<file path="config.mk">
export PLATFORM = sky130hd
export DESIGN_NAME = brew_sequencer
export DESIGN_NICKNAME = d
export VERILOG_FILES = /design/src/rtl/brew_pkg.sv /design/src/rtl/brew_dwell_timer.sv /design/src/rtl/brew_next_state.sv /design/src/rtl/brew_output_decode.sv /design/src/rtl/brew_sequencer.sv
export SDC_FILE = /design/constraint.sdc
export NUM_CORES = 1
export LEC_CHECK = 0
export BUFFER_PORTS_ARGS = -buffer_cell sky130_fd_sc_hd__buf_4
export CORE_AREA = 2 2 39 41
export CTS_CLUSTER_SIZE = 25
export DETAILED_ROUTE_END_ITERATION = 10
export DIE_AREA = 0 0 41 43
export HOLD_SLACK_MARGIN = 0.03
export PLACE_DENSITY_LB_ADDON = 0.08
export SYNTH_ARGS = -nofsm -noshare
export SYNTH_HDL_FRONTEND = slang
export SYNTH_SLANG_ARGS = --single-unit
</file>
<file path="constraint.sdc">
create_clock -name clk -period 1 [get_ports clk]
set_input_delay 0.05 -clock clk [delete_from_list [all_inputs] [get_ports clk]]
set_output_delay 0.05 -clock clk [all_outputs]
set_load 0.01 [all_outputs]
</file>
<file path="src/rtl/brew_pkg.sv">
package brew_pkg;
  typedef enum logic [2:0] {
    ST_IDLE   = 3'd0,
    ST_COFFEE = 3'd1,
    ST_MILK   = 3'd2,
    ST_SUGAR  = 3'd3,
    ST_TEA    = 3'd4
  } brew_state_e;

  localparam int STATE_W = 3;
  localparam int VALVE_N = 4;

  // valve bit index to stage code
  function automatic logic [STATE_W-1:0] valve_stage(input int idx);
    case (idx)
      0:       valve_stage = ST_COFFEE;
      1:       valve_stage = ST_MILK;
      2:       valve_stage = ST_SUGAR;
      default: valve_stage = ST_TEA;
    endcase
  endfunction
endpackage

</file>
<file path="src/rtl/brew_dwell_timer.sv">
module brew_dwell_timer #(
  parameter int CNT_W = 2
) (
  input  logic             clk,
  input  logic             rst_n,
  input  logic             restart_i,
  output logic [CNT_W-1:0] count_o
);
  localparam logic [CNT_W-1:0] CNT_MAX = {CNT_W{1'b1}};

  logic [CNT_W-1:0] cnt_q;

  always_ff @(posedge clk or negedge rst_n) begin
    if (!rst_n)                cnt_q <= '0;
    else if (restart_i)        cnt_q <= '0;
    else if (cnt_q != CNT_MAX) cnt_q <= cnt_q + 1'b1;
  end

  assign count_o = cnt_q;

  // a restart always clears the count on the next edge
  p_restart_clears_r7: assert property (@(posedge clk) disable iff (!rst_n)
    restart_i |=> (count_o == '0));
endmodule

</file>
<file path="src/rtl/brew_next_state.sv">
module brew_next_state
  import brew_pkg::*;
#(
  parameter int MILK_MIN_CYC  = 2,
  parameter int SUGAR_MIN_CYC = 1,
  parameter int CNT_W         = 2
) (
  input  logic               clk,
  input  logic               rst_n,
  input  logic [STATE_W-1:0] state_i,
  input  logic [CNT_W-1:0]   dwell_i,
  input  logic               btn_coffee_i,
  input  logic               btn_tea_i,
  input  logic               milk_done_i,
  input  logic               sugar_done_i,
  output logic [STATE_W-1:0] state_nx_o,
  output logic               sugar_exit_o
);
  localparam logic [CNT_W-1:0] MILK_LAST  = CNT_W'(MILK_MIN_CYC - 1);
  localparam logic [CNT_W-1:0] SUGAR_LAST = CNT_W'(SUGAR_MIN_CYC - 1);

  logic milk_ok, sugar_ok;

  assign milk_ok      = milk_done_i  && (dwell_i >= MILK_LAST);
  assign sugar_ok     = sugar_done_i && (dwell_i >= SUGAR_LAST);
  assign sugar_exit_o = (state_i == ST_SUGAR) && sugar_ok;

  always_comb begin
    state_nx_o = ST_IDLE;
    case (state_i)
      ST_IDLE: begin
        if (btn_coffee_i)   state_nx_o = ST_COFFEE;
        else if (btn_tea_i) state_nx_o = ST_TEA;
        else                state_nx_o = ST_IDLE;
      end
      ST_COFFEE: state_nx_o = ST_MILK;
      ST_TEA:    state_nx_o = ST_SUGAR;
      ST_MILK:   state_nx_o = milk_ok  ? ST_SUGAR : ST_MILK;
      ST_SUGAR:  state_nx_o = sugar_ok ? ST_IDLE  : ST_SUGAR;
      default:   state_nx_o = ST_IDLE;
    endcase
  end

  // coffee priority over tea from idle
  p_coffee_priority_r4: assert property (@(posedge clk) disable iff (!rst_n)
    (state_i == ST_IDLE && btn_coffee_i) |-> (state_nx_o == ST_COFFEE));
  // no way out of a non-idle stage into coffee or tea
  p_no_reselect_r12: assert property (@(posedge clk) disable iff (!rst_n)
    (state_i != ST_IDLE) |-> (state_nx_o != ST_COFFEE && state_nx_o != ST_TEA));
endmodule

</file>
<file path="src/rtl/brew_output_decode.sv">
module brew_output_decode
  import brew_pkg::*;
(
  input  logic               clk,
  input  logic               rst_n,
  input  logic [STATE_W-1:0] state_i,
  input  logic               sugar_exit_i,
  output logic [VALVE_N-1:0] valve_o,
  output logic               busy_o,
  output logic               ready_o
);
  for (genvar v = 0; v < VALVE_N; v++) begin : g_valve
    assign valve_o[v] = (state_i == valve_stage(v));
  end

  assign busy_o  = (state_i != ST_IDLE);
  assign ready_o = sugar_exit_i;

  // never more than one ingredient path open
  p_valve_onehot_r9: assert property (@(posedge clk) disable iff (!rst_n)
    $onehot0(valve_o));
  // ready only while the sugar valve is open
  p_ready_in_sugar_r11: assert property (@(posedge clk) disable iff (!rst_n)
    ready_o |-> valve_o[2]);
endmodule

</file>
<file path="src/rtl/brew_sequencer.sv">
module brew_sequencer
  import brew_pkg::*;
#(
  parameter int MILK_MIN_CYC  = 2,
  parameter int SUGAR_MIN_CYC = 1
) (
  input  logic         clk,
  input  logic         rst_n,
  input  logic         btn_coffee_i,
  input  logic         btn_tea_i,
  input  logic         milk_done_i,
  input  logic         sugar_done_i,
  output logic [2:0]   state_o,
  output logic [3:0]   valve_o,
  output logic         busy_o,
  output logic         ready_o
);
  localparam int MAX_MIN = (MILK_MIN_CYC > SUGAR_MIN_CYC) ? MILK_MIN_CYC : SUGAR_MIN_CYC;
  localparam int CNT_W   = (MAX_MIN < 2) ? 1 : $clog2(MAX_MIN);

  logic [STATE_W-1:0] state_q, state_nx;
  logic [CNT_W-1:0]   dwell;
  logic               sugar_exit;

  always_ff @(posedge clk or negedge rst_n) begin
    if (!rst_n) state_q <= ST_IDLE;
    else        state_q <= state_nx;
  end

  brew_dwell_timer #(.CNT_W(CNT_W)) u_dwell (
    .clk       (clk),
    .rst_n     (rst_n),
    .restart_i (state_nx != state_q),
    .count_o   (dwell)
  );

  brew_next_state #(
    .MILK_MIN_CYC  (MILK_MIN_CYC),
    .SUGAR_MIN_CYC (SUGAR_MIN_CYC),
    .CNT_W         (CNT_W)
  ) u_next (
    .clk          (clk),
    .rst_n        (rst_n),
    .state_i      (state_q),
    .dwell_i      (dwell),
    .btn_coffee_i (btn_coffee_i),
    .btn_tea_i    (btn_tea_i),
    .milk_done_i  (milk_done_i),
    .sugar_done_i (sugar_done_i),
    .state_nx_o   (state_nx),
    .sugar_exit_o (sugar_exit)
  );

  brew_output_decode u_out (
    .clk          (clk),
    .rst_n        (rst_n),
    .state_i      (state_q),
    .sugar_exit_i (sugar_exit),
    .valve_o      (valve_o),
    .busy_o       (busy_o),
    .ready_o      (ready_o)
  );

  assign state_o = state_q;

  // only the five defined codes appear
  p_legal_code_r2: assert property (@(posedge clk) disable iff (!rst_n)
    state_o <= 3'd4);
  // idle with no button stays idle
  p_idle_hold_r3: assert property (@(posedge clk) disable iff (!rst_n)
    (state_o == 3'd0 && !btn_coffee_i && !btn_tea_i) |=> (state_o == 3'd0));
  // coffee and tea are single-cycle stages
  p_coffee_step_r6: assert property (@(posedge clk) disable iff (!rst_n)
    (state_o == 3'd1) |=> (state_o == 3'd2));
  p_tea_step_r6: assert property (@(posedge clk) disable iff (!rst_n)
    (state_o == 3'd4) |=> (state_o == 3'd3));
  // milk entered from coffee lasts at least a second cycle
  p_milk_min_r7: assert property (@(posedge clk) disable iff (!rst_n)
    (state_o == 3'd2 && $past(state_o) == 3'd1 && MILK_MIN_CYC >= 2) |=> (state_o == 3'd2));
  // a ready pulse is followed by idle and no second pulse
  p_ready_pulse_r11: assert property (@(posedge clk) disable iff (!rst_n)
    ready_o |=> (state_o == 3'd0 && !ready_o));
endmodule

</file>
==> results of run 1 <==
==> kinds of logic after synthesis <==
logic type / count (synthesis) / synth area share (%)
AOI/OAI and AO/OA: 6 / 17.93
and+or+nand+nor: 17 / 35.85
DFF: 4 / 37.74
buffers and inverters: 4 / 8.490
==> power breakdown <==
part | switching, mW | total (mW) | leakage, nW | internal [mW]
clock network | 0.0765 | 0.227 | 0.0150 | 0.150
registers | 0.0768 | 0.312 | 0.0448 | 0.236
logic | 0.433 | 1.09 | 0.228 | 0.655
total | 0.586 | 1.63 | 0.288 | 1.04
==> metal layers <==
layer	vias to the layer above	wire, um
li1	167	-
met1	166	329
met2	5	606
met3	0	26
met4	0	0
met5	-	0
==> Yosys cell counts (2+ instances only) <==
cell type	number
a21oi_1	3
nand2_1	5
inv_1	2
and3_2	2
nor2_1	3
dfrtp_1	4
==> sequential cells by signal, summed over array words and instances, names as in the netlist <==
signal	flops
state_o	3
u_dwell.count_o	1
==> cell type report <==
type                    count  area (um^2)  share of cell area [%]
repair buffers             28        246.5                   41.91
clock buffers               4        26.28                   4.468
flip-flops and latches      4        103.9                   17.66
inverters                   3        11.26                   1.915
well taps                  16        20.02                   3.404
multi-input cells          23        180.2                   30.64
==> cell usage in the layout, fill, tap and decap left out, types with 2 or more instances in the layout <==
cell / n
and3_2: 2
nand2_1: 4
a21oi_1: 2
buf_6: 9
nor2_4: 2
dfrtp_2: 3
o32ai_2: 2
clkbuf_4: 3
buf_4: 18
inv_2: 2
==> worst max-delay path: cells and delay by family (launching register included) <==
kind / cells / cell delay, ns
buf+inv: 1 / 0.13
simple gates: 1 / 0.41
flops: 1 / 0.43
==> final timing paths <==
| kind | startpoint | to | slack (ns) | depth (start not counted) |
|---|---|---|---|---|
| setup / recovery | state_o[2] | busy_o | -0.25 | 2 |
| hold / removal | btn_tea_i | state_o[2] | 0.1 | 3 |
| setup reg to reg | state_o[2] | state_o[1] | -0.20 | 4 |
| hold reg to reg | state_o[0] | state_o[1] | 0.61 | 3 |
| min in group asynchronous | rst_n | state_o[0] | 0.14 | 2 |
| max in group asynchronous | rst_n | state_o[1] | 0.74 | 2 |
==> repair_timing <==
| action | 4_1_cts | 5_1_grt |
|---|---|---|
| hold buffers | 1 | 0 |
| resized for setup | 17 | 5 |
| setup buffers | 6 | 1 |
| endpoints found under the hold margin | 4 | 0 |
| pin swaps | 2 | 2 |
| endpoints found under the setup margin | 13 | 13 |
==> metrics, run 1 <==
Peak VDD IR=1.179 mV; Total Wirelength=962 um; synth unique cells=18; Worst setup SP type=register; prevailing post-synth register cell=dfrtp_1; worst clock skew=0.007058 ns; P&R area growth vs syn=121.7%; grt total ovfl=0; largest net degree at the start of global routing=8; Core ar.=0.001384 mm^2; crit path kind=reg2out; via count=338; Post-synth EDFFs=0; Least-Margin Pin Slew=0.1930 ns; slowest stage cell, crit path=dfrtp_2; I/O pins=15; ratio of cells with drive above 1 in the final layout=77.42%; Synth top area share=37.74%; global routing usage on met2=24.06%; yosys warns=0; vias in the first global route=387; antenna cells=0; PwrDens=2767 mW/mm^2; Row Count=14; post-layout util=42.50%; H-tree levels=1; pre-CTS WS=-0.08713 ns; Net Count, Synth=37; Vias per Instance=4.333; placed cell areas=440.4 um^2; register area share after synthesis=37.74%; CP Max Fanout=4; initial antenna violation count=0; worst min path class=in2reg; maxcap violations=0; Die ar.=0.001763 mm^2; fin area=588.1 um^2; setup ws final=-0.2546 ns; routed len/inst=12.33 um; flops & latches, synth=4; Final min period=1.255 ns; TNS Setup=-2.117 ns; worst path cell trace=or3_4 -> buf_6; Power Total=1.627 mW; nets@finish=69; Hold WS=0.09787 ns; Worst slew margin=87.14%; Leak=0.2877 nW; post-synthesis cell count=31; Fillers=154; GRT busiest layer=met2; gr usage total=14.60%; FFs w/ async S/R, synth=100.0%; global-route track usage on met3=3.141%; crit end category=primary output; DRC Markers=0; status=finished, violations left; final setup fails=13; fin cells=78; CTS buffer count=3; synthesized area per cell=8.557 um^2; clk_lat worst skew=0.24 ns; I/O Buffers=14; met1 Use GR=14.29%; Final Cycle Share=125.5%; DRT antenna net count=0; failing checks=negative setup slack; CP max stage delay=0.43 ns; DIE HEIGHT=43 um; fmax=0.7971 GHz; Detailed Place HPWL=619.4 um; dpl cells=67; Detailed Routing Iterations Pass 1=1; Die Width=41 um; first-pass GRT wire length=1649 um; Clock Path Buffers=2; Yosys top cell by area=dfrtp_1; Placer Congestion=0.7771; CTS tree=done; CP arrival=1.20 ns; Initial Util=19.17%; Worst-path clk slew=0.04 ns; clk root buf=clkbuf_4; Slew Viols, Final=0; synth top area cells=dfrtp_1 38%, nand2_1 7.1%, o32ai_2 6.1%; Synth Cell Area=265.3 um^2; hold violation total from the final report=0; clk sinks=4; RSZ-0062 raised after global routing=yes; 1st-iter DRT viols=0; Crit path required time=0.95 ns
No activity file was read; power rests on OpenSTA's default activity.
==> inputs of run 2 (changes only) <==
- PLACE_DENSITY: default -> 0.53
- PLACE_DENSITY_LB_ADDON: 0.08 -> default
==> run 2 against run 1 <==
Against the previous run: the run still ends with negative setup slack left; die area is the same; combinational power grew 17%; routed wire length shrank 9.3%; cell area grew 9.6%; sequential share of layout area shrank 1.5 points; register-to-register slack is essentially flat; first-iteration DRC count grew 4; setup slack lost 0.0011 ns; hold slack gained 0.016 ns; clock power shrank 6%; global-route usage shrank 1.4 points.
==> metrics, run 2 (synthesis gave the netlist of run 1 again) <==
fin cells=83 (was 78); status=finished, violations left (unchanged); Peak VDD IR=0.8882 mV (was 1.179 mV); clk sinks=4 (unchanged); I/O pins=15 (unchanged); Leak=0.3167 nW (was 0.2877 nW); Worst slew margin=86.22% (was 87.14%); DRT antenna net count=0 (unchanged); Top reg by flops=state_o (unchanged); fmax=0.7963 GHz (was 0.7971 GHz); CTS tree=done (unchanged); ratio of cells with drive above 1 in the final layout=74.63% (was 77.42%); Clk network pwr share=11.8% (was 13.9%); Sw Share=34.04% (was 36.04%); first-pass GRT wire length=1538 um (was 1649 um); grt total ovfl=0 (unchanged); CP arrival=1.21 ns (was 1.20 ns); Power Total=1.822 mW (was 1.627 mW); Crit path required time=0.95 ns (about the same); hold violation total from the final report=0 (unchanged); PwrDens=2827 mW/mm^2 (was 2767 mW/mm^2); RSZ-0062 raised after global routing=yes (unchanged); via count=344 (was 338); combinational fraction of design power=70.3% (was 66.9%); setup ws final=-0.2557 ns (was -0.2546 ns); Initial Util=19.17% (unchanged); Reg area=103.9 um^2 (unchanged); area occupied by multi-input gates=187.7 um^2 (was 180.2 um^2); Largest register FFs=3 (unchanged); dpl cells=67 (unchanged); commonest non-fill, non-tap cells in the layout=20 x buf_4, 12 x buf_6, 5 x nand2_1 (was 18 x buf_4, 9 x buf_6, 4 x nand2_1); DRC Markers=0 (unchanged); Slew Viols, Final=0 (unchanged); worst min path class=in2reg (unchanged); antenna cells=0 (unchanged); DIE HEIGHT=43 um (unchanged); CTS buffer count=3 (unchanged); crit end category=primary output (unchanged); nets@finish=74 (was 69); Core ar.=0.001384 mm^2 (unchanged); vias in the first global route=370 (was 387); CP Max Fanout=4 (unchanged); Worst setup SP type=register (unchanged); Detailed Routing Iterations Pass 1=4 (was 1); H-tree levels=1 (unchanged); Final Cycle Share=125.6% (was 125.5%); pre-CTS WS=-0.1008 ns (was -0.08713 ns); global-route track usage on met3=5.236% (was 3.141%); post-layout util=46.56% (was 42.50%); GRT busiest layer=met2 (unchanged); switching power=0.6201 mW (was 0.5865 mW); worst clock skew=0.005229 ns (was 0.007058 ns); routed len/inst=10.52 um (was 12.33 um); initial antenna violation count=0 (unchanged); P&R area growth vs syn=142.9% (was 121.7%); Seq pwr share=18.0% (was 19.2%); Least-Margin Pin Slew=0.2065 ns (was 0.1930 ns); clk_lat worst skew=0.23 ns (was 0.24 ns); Clock Path Buffers=2 (unchanged); Die Width=41 um (unchanged); crit path kind=reg2out (unchanged); Die ar.=0.001763 mm^2 (unchanged); Row Count=14 (unchanged); failing checks=negative setup slack (unchanged); Pint=1.201 mW (was 1.041 mW); largest net degree at the start of global routing=9 (was 8); most common cell after layout, fill and taps aside=buf_4 (unchanged); global routing usage on met2=18.13% (was 24.06%); Vias per Instance=4.145 (was 4.333); maxcap violations=0 (unchanged); Fillers=145 (was 154); I/O Buffers=14 (unchanged); Final min period=1.256 ns (was 1.255 ns); Detailed Place HPWL=547 um (was 619.4 um); Total Wirelength=873 um (was 962 um); clk root buf=clkbuf_4 (unchanged); met1 Use GR=16.72% (was 14.29%); Worst-path clk slew=0.04 ns (about the same); 1st-iter DRT viols=4 (was 0); Placer Congestion=0.7589 (was 0.7771); final setup fails=13 (unchanged); gr usage total=13.23% (was 14.60%)
==> run 2: layer usage <==
metal	wire, um	vias up
met5	0	-
met4	0	0
met3	44	0
met2	448	9
met1	381	160
li1	-	175
==> run 2: final cells by class <==
type,instances,share of cell area (%)
inverter,3,1.748
sequential,4,16.12
multi-input combinational,23,29.13
clock buffer,4,4.078
tap,16,3.107
timing repair buffer,33,45.83
==> run 2: power groups by stage <==
stage / Clock [mW] / Combinational (mW) / Sequential [mW]
2_1_floorplan: 0 / 0.420 / 0.301
3_3_place_gp: 0 / 0.774 / 0.317
3_5_place_dp: 0 / 0.774 / 0.324
4_1_cts: 0.223 / 1.09 / 0.326
5_1_grt: 0.247 / 1.38 / 0.342
6_report: 0.214 / 1.28 / 0.327
==> run 2: worst paths after layout <==
check	start	end	slack, ns	depth (start not counted)
hold reg to reg	state_o[2]	state_o[1]	0.59	3
min in group asynchronous	rst_n	state_o[2]	0.15	2
setup / recovery	state_o[2]	busy_o	-0.26	2
max in group asynchronous	rst_n	state_o[0]	0.74	2
hold / removal	btn_coffee_i	state_o[0]	0.11	3
setup reg to reg	state_o[2]	state_o[1]	-0.20	4
==> run 2: what timing repair did <==
| item | in CTS | in global routing |
|---|---|---|
| pin swaps | 3 | 2 |
| hold buffers | 1 | 0 |
| endpoints found under the setup margin | 13 | 13 |
| resized for setup | 15 | 9 |
| buffers inserted | 8 | 4 |
| hold endpoints to repair | 4 | 0 |
==> run 2: per-stage QoR <==
stage | hold WS (ns) | instance area, um^2 | setup TNS (ns)
after global placement | -0.1525 | 440.4 | -0.3235
after floorplan | -0.2456 | 274.0 | -0.3264
after CTS | 0.09636 | 591.8 | -2.052
after detailed placement | -0.1541 | 440.4 | -0.4066
final | 0.1144 | 644.4 | -2.174
after global routing | 0.1136 | 644.4 | -2.804
==> run 2: worst max-delay path, cell delays in order (launching register included) <==
cell and delay [ns]:
dfrtp_2 0.43, or3_4 0.41, buf_6 0.13
==> inputs of run 3 (changes only) <==
- ABC_CLOCK_PERIOD_IN_PS: default -> 1300
- PLACE_DENSITY: 0.53 -> 0.51
- clock period: 1 -> 1.3 ns (I/O delays scaled with it)
==> run 3 against run 2 <==
Against the previous run: the run now ends clean; cell area down 30%; core utilization down 14 points; sequential power down 24%; critical path type unchanged; highest routed layer unchanged.
==> metrics, run 3 (synthesis gave the netlist of run 1 again) <==
placed cell areas=386.6 um^2 (was 440.4 um^2); Crit path required time=1.24 ns (was 0.95 ns); initial antenna violation count=0 (unchanged); largest net degree at the start of global routing=10 (was 9); clk root buf=clkbuf_4 (unchanged); worst path cell trace=or2_2 -> nor2_1 -> buf_4 (was or3_4 -> buf_6); worst clock skew=0.002016 ns (was 0.005229 ns); DRC Markers=0 (unchanged); Leak=0.2322 nW (was 0.3167 nW); Total Wirelength=684 um (was 873 um); I/O pins=15 (unchanged); final setup fails=0 (was 13); routed len/inst=10.06 um (was 10.52 um); crit end category=primary output (unchanged); CTS tree=done (unchanged); Final Cycle Share=99.35%; slowest stage cell, crit path=dfrtp_2 (unchanged); clk_lat worst skew=0.23 ns (about the same); maxcap violations=0 (unchanged); nets@finish=60 (was 74); antenna cells=0 (unchanged); post-layout util=32.46% (was 46.56%); Row Count=14 (unchanged); pre-CTS WS=0.1731 ns (was -0.1008 ns); I/O Buffers=14 (unchanged); clk sinks=4 (unchanged); DRT antenna net count=0 (unchanged); via count=287 (was 344); P&R area growth vs syn=69.34% (was 142.9%); DIE HEIGHT=43 um (unchanged); Power Total=0.9420 mW (was 1.822 mW); ratio of cells with drive above 1 in the final layout=59.62% (was 74.63%); fmax=0.7743 GHz; R2R Setup Slk=0.23 ns (was -0.20 ns); Least-Margin Pin Slew=0.2110 ns (was 0.2065 ns); H-tree levels=1 (unchanged); PwrDens=2097 mW/mm^2 (was 2827 mW/mm^2); Buf+Inv Stages, Crit Path=1 (unchanged); Placer Congestion=0.6791 (was 0.7589); Die ar.=0.001763 mm^2 (unchanged); Clock Path Buffers=2 (unchanged); Top reg by flops=state_o (unchanged); setup ws final=0.008445 ns (was -0.2557 ns); Fillers=157 (was 145); hold violation total from the final report=0 (unchanged); CP Max Fanout=7 (was 4); Die Width=41 um (unchanged); Vias per Instance=4.221 (was 4.145); first-pass GRT wire length=1062 um (was 1538 um); Detailed Routing Iterations Pass 1=4 (unchanged); status=finished clean (was finished, violations left); Largest register FFs=3 (unchanged); crit path kind=reg2out (unchanged); most common cell after layout, fill and taps aside=buf_4 (unchanged); worst min path class=in2reg (unchanged); Peak VDD IR=0.7909 mV (was 0.8882 mV); Worst setup SP type=register (unchanged); CTS buffer count=3 (unchanged); grt total ovfl=0 (unchanged); Worst slew margin=85.89% (was 86.22%); 1st-iter DRT viols=2 (was 4); fin area=449.2 um^2 (was 644.4 um^2); Final min period=1.292 ns; commonest non-fill, non-tap cells in the layout=17 x buf_4, 5 x nand2_1 (was 20 x buf_4, 12 x buf_6, 5 x nand2_1); CP arrival=1.23 ns (was 1.21 ns); Worst-path clk slew=0.04 ns (about the same); Detailed Place HPWL=505.8 um (was 547 um); Core ar.=0.001384 mm^2 (unchanged); gr usage total=10.10% (was 13.23%); Slew Viols, Final=0 (unchanged); Initial Util=19.17% (unchanged); TNS Setup=0 ns (was -2.174 ns); RSZ-0062 raised after global routing=yes (unchanged); top cell family by delay on the critical path=flip-flops (unchanged); CP max stage delay=0.44 ns (was 0.43 ns); vias in the first global route=258 (was 370)
run 3: cell types whose count changed in the layout (fill, tap and decap cells not counted), sizes merged:
cell | previous run | this run
buf | 32 | 18
clkbuf | 4 | 3
run 3: final timing paths:
kind	from	to	cells after the start
worst max-delay path	state_o[1]	valve_o[3]	3
worst min register to register	state_o[1]	state_o[1]	1
max in group asynchronous	rst_n	state_o[2]	2
worst min-delay path	btn_tea_i	state_o[2]	3
min in group asynchronous	rst_n	state_o[1]	2
worst max register to register	state_o[0]	state_o[1]	3
run 3: layout make-up:
class / instances / area, um^2 / share of cell area (%)
inverter: 3 / 11.26 / 2.507
multi-input combinational: 23 / 142.6 / 31.75
timing repair buffer: 19 / 148.9 / 33.15
clock buffer: 3 / 22.52 / 5.014
sequential: 4 / 103.9 / 23.12
tap: 16 / 20.02 / 4.457
run 3: tightest hold or removal path, stage by stage:
cell      delay (ns)
buf_4           0.08
nand2b_1        0.08
nor2_2          0.08
run 3: per-stage QoR:
step | std cells | hold WS, ns
final | 68 | 0.1103
after global routing | 68 | 0.1129
after CTS | 67 | 0.1076
after detailed placement | 61 | -0.1349
after global placement | 61 | -0.1349
after floorplan | 31 | -0.2306
run 3: timing repair:
action / in CTS / in global routing
hold buffers: 1 / 0
gates cloned: 0 / 0
setup buffers: 2 / 1
endpoints found under the setup margin: 3 / 3
hold endpoints to repair: 4 / 0
pin swaps: 0 / 1
gates resized for setup: 3 / 1
run 3: metal layers:
| metal | up-vias | share of wire, % | track usage [%] |
|---|---|---|---|
| li1 | 149 | - | - |
| met5 | - | 0 | 0 |
| met4 | 0 | 0 | 6.000 |
| met2 | 16 | 43 | 11.25 |
| met3 | 0 | 13 | 9.948 |
| met1 | 122 | 43 | 11.80 |
run 3: power breakdown:
part	switching, mW	internal [mW]
sequential	0.0660	0.181
combinational	0.233	0.309
clock	0.0492	0.103
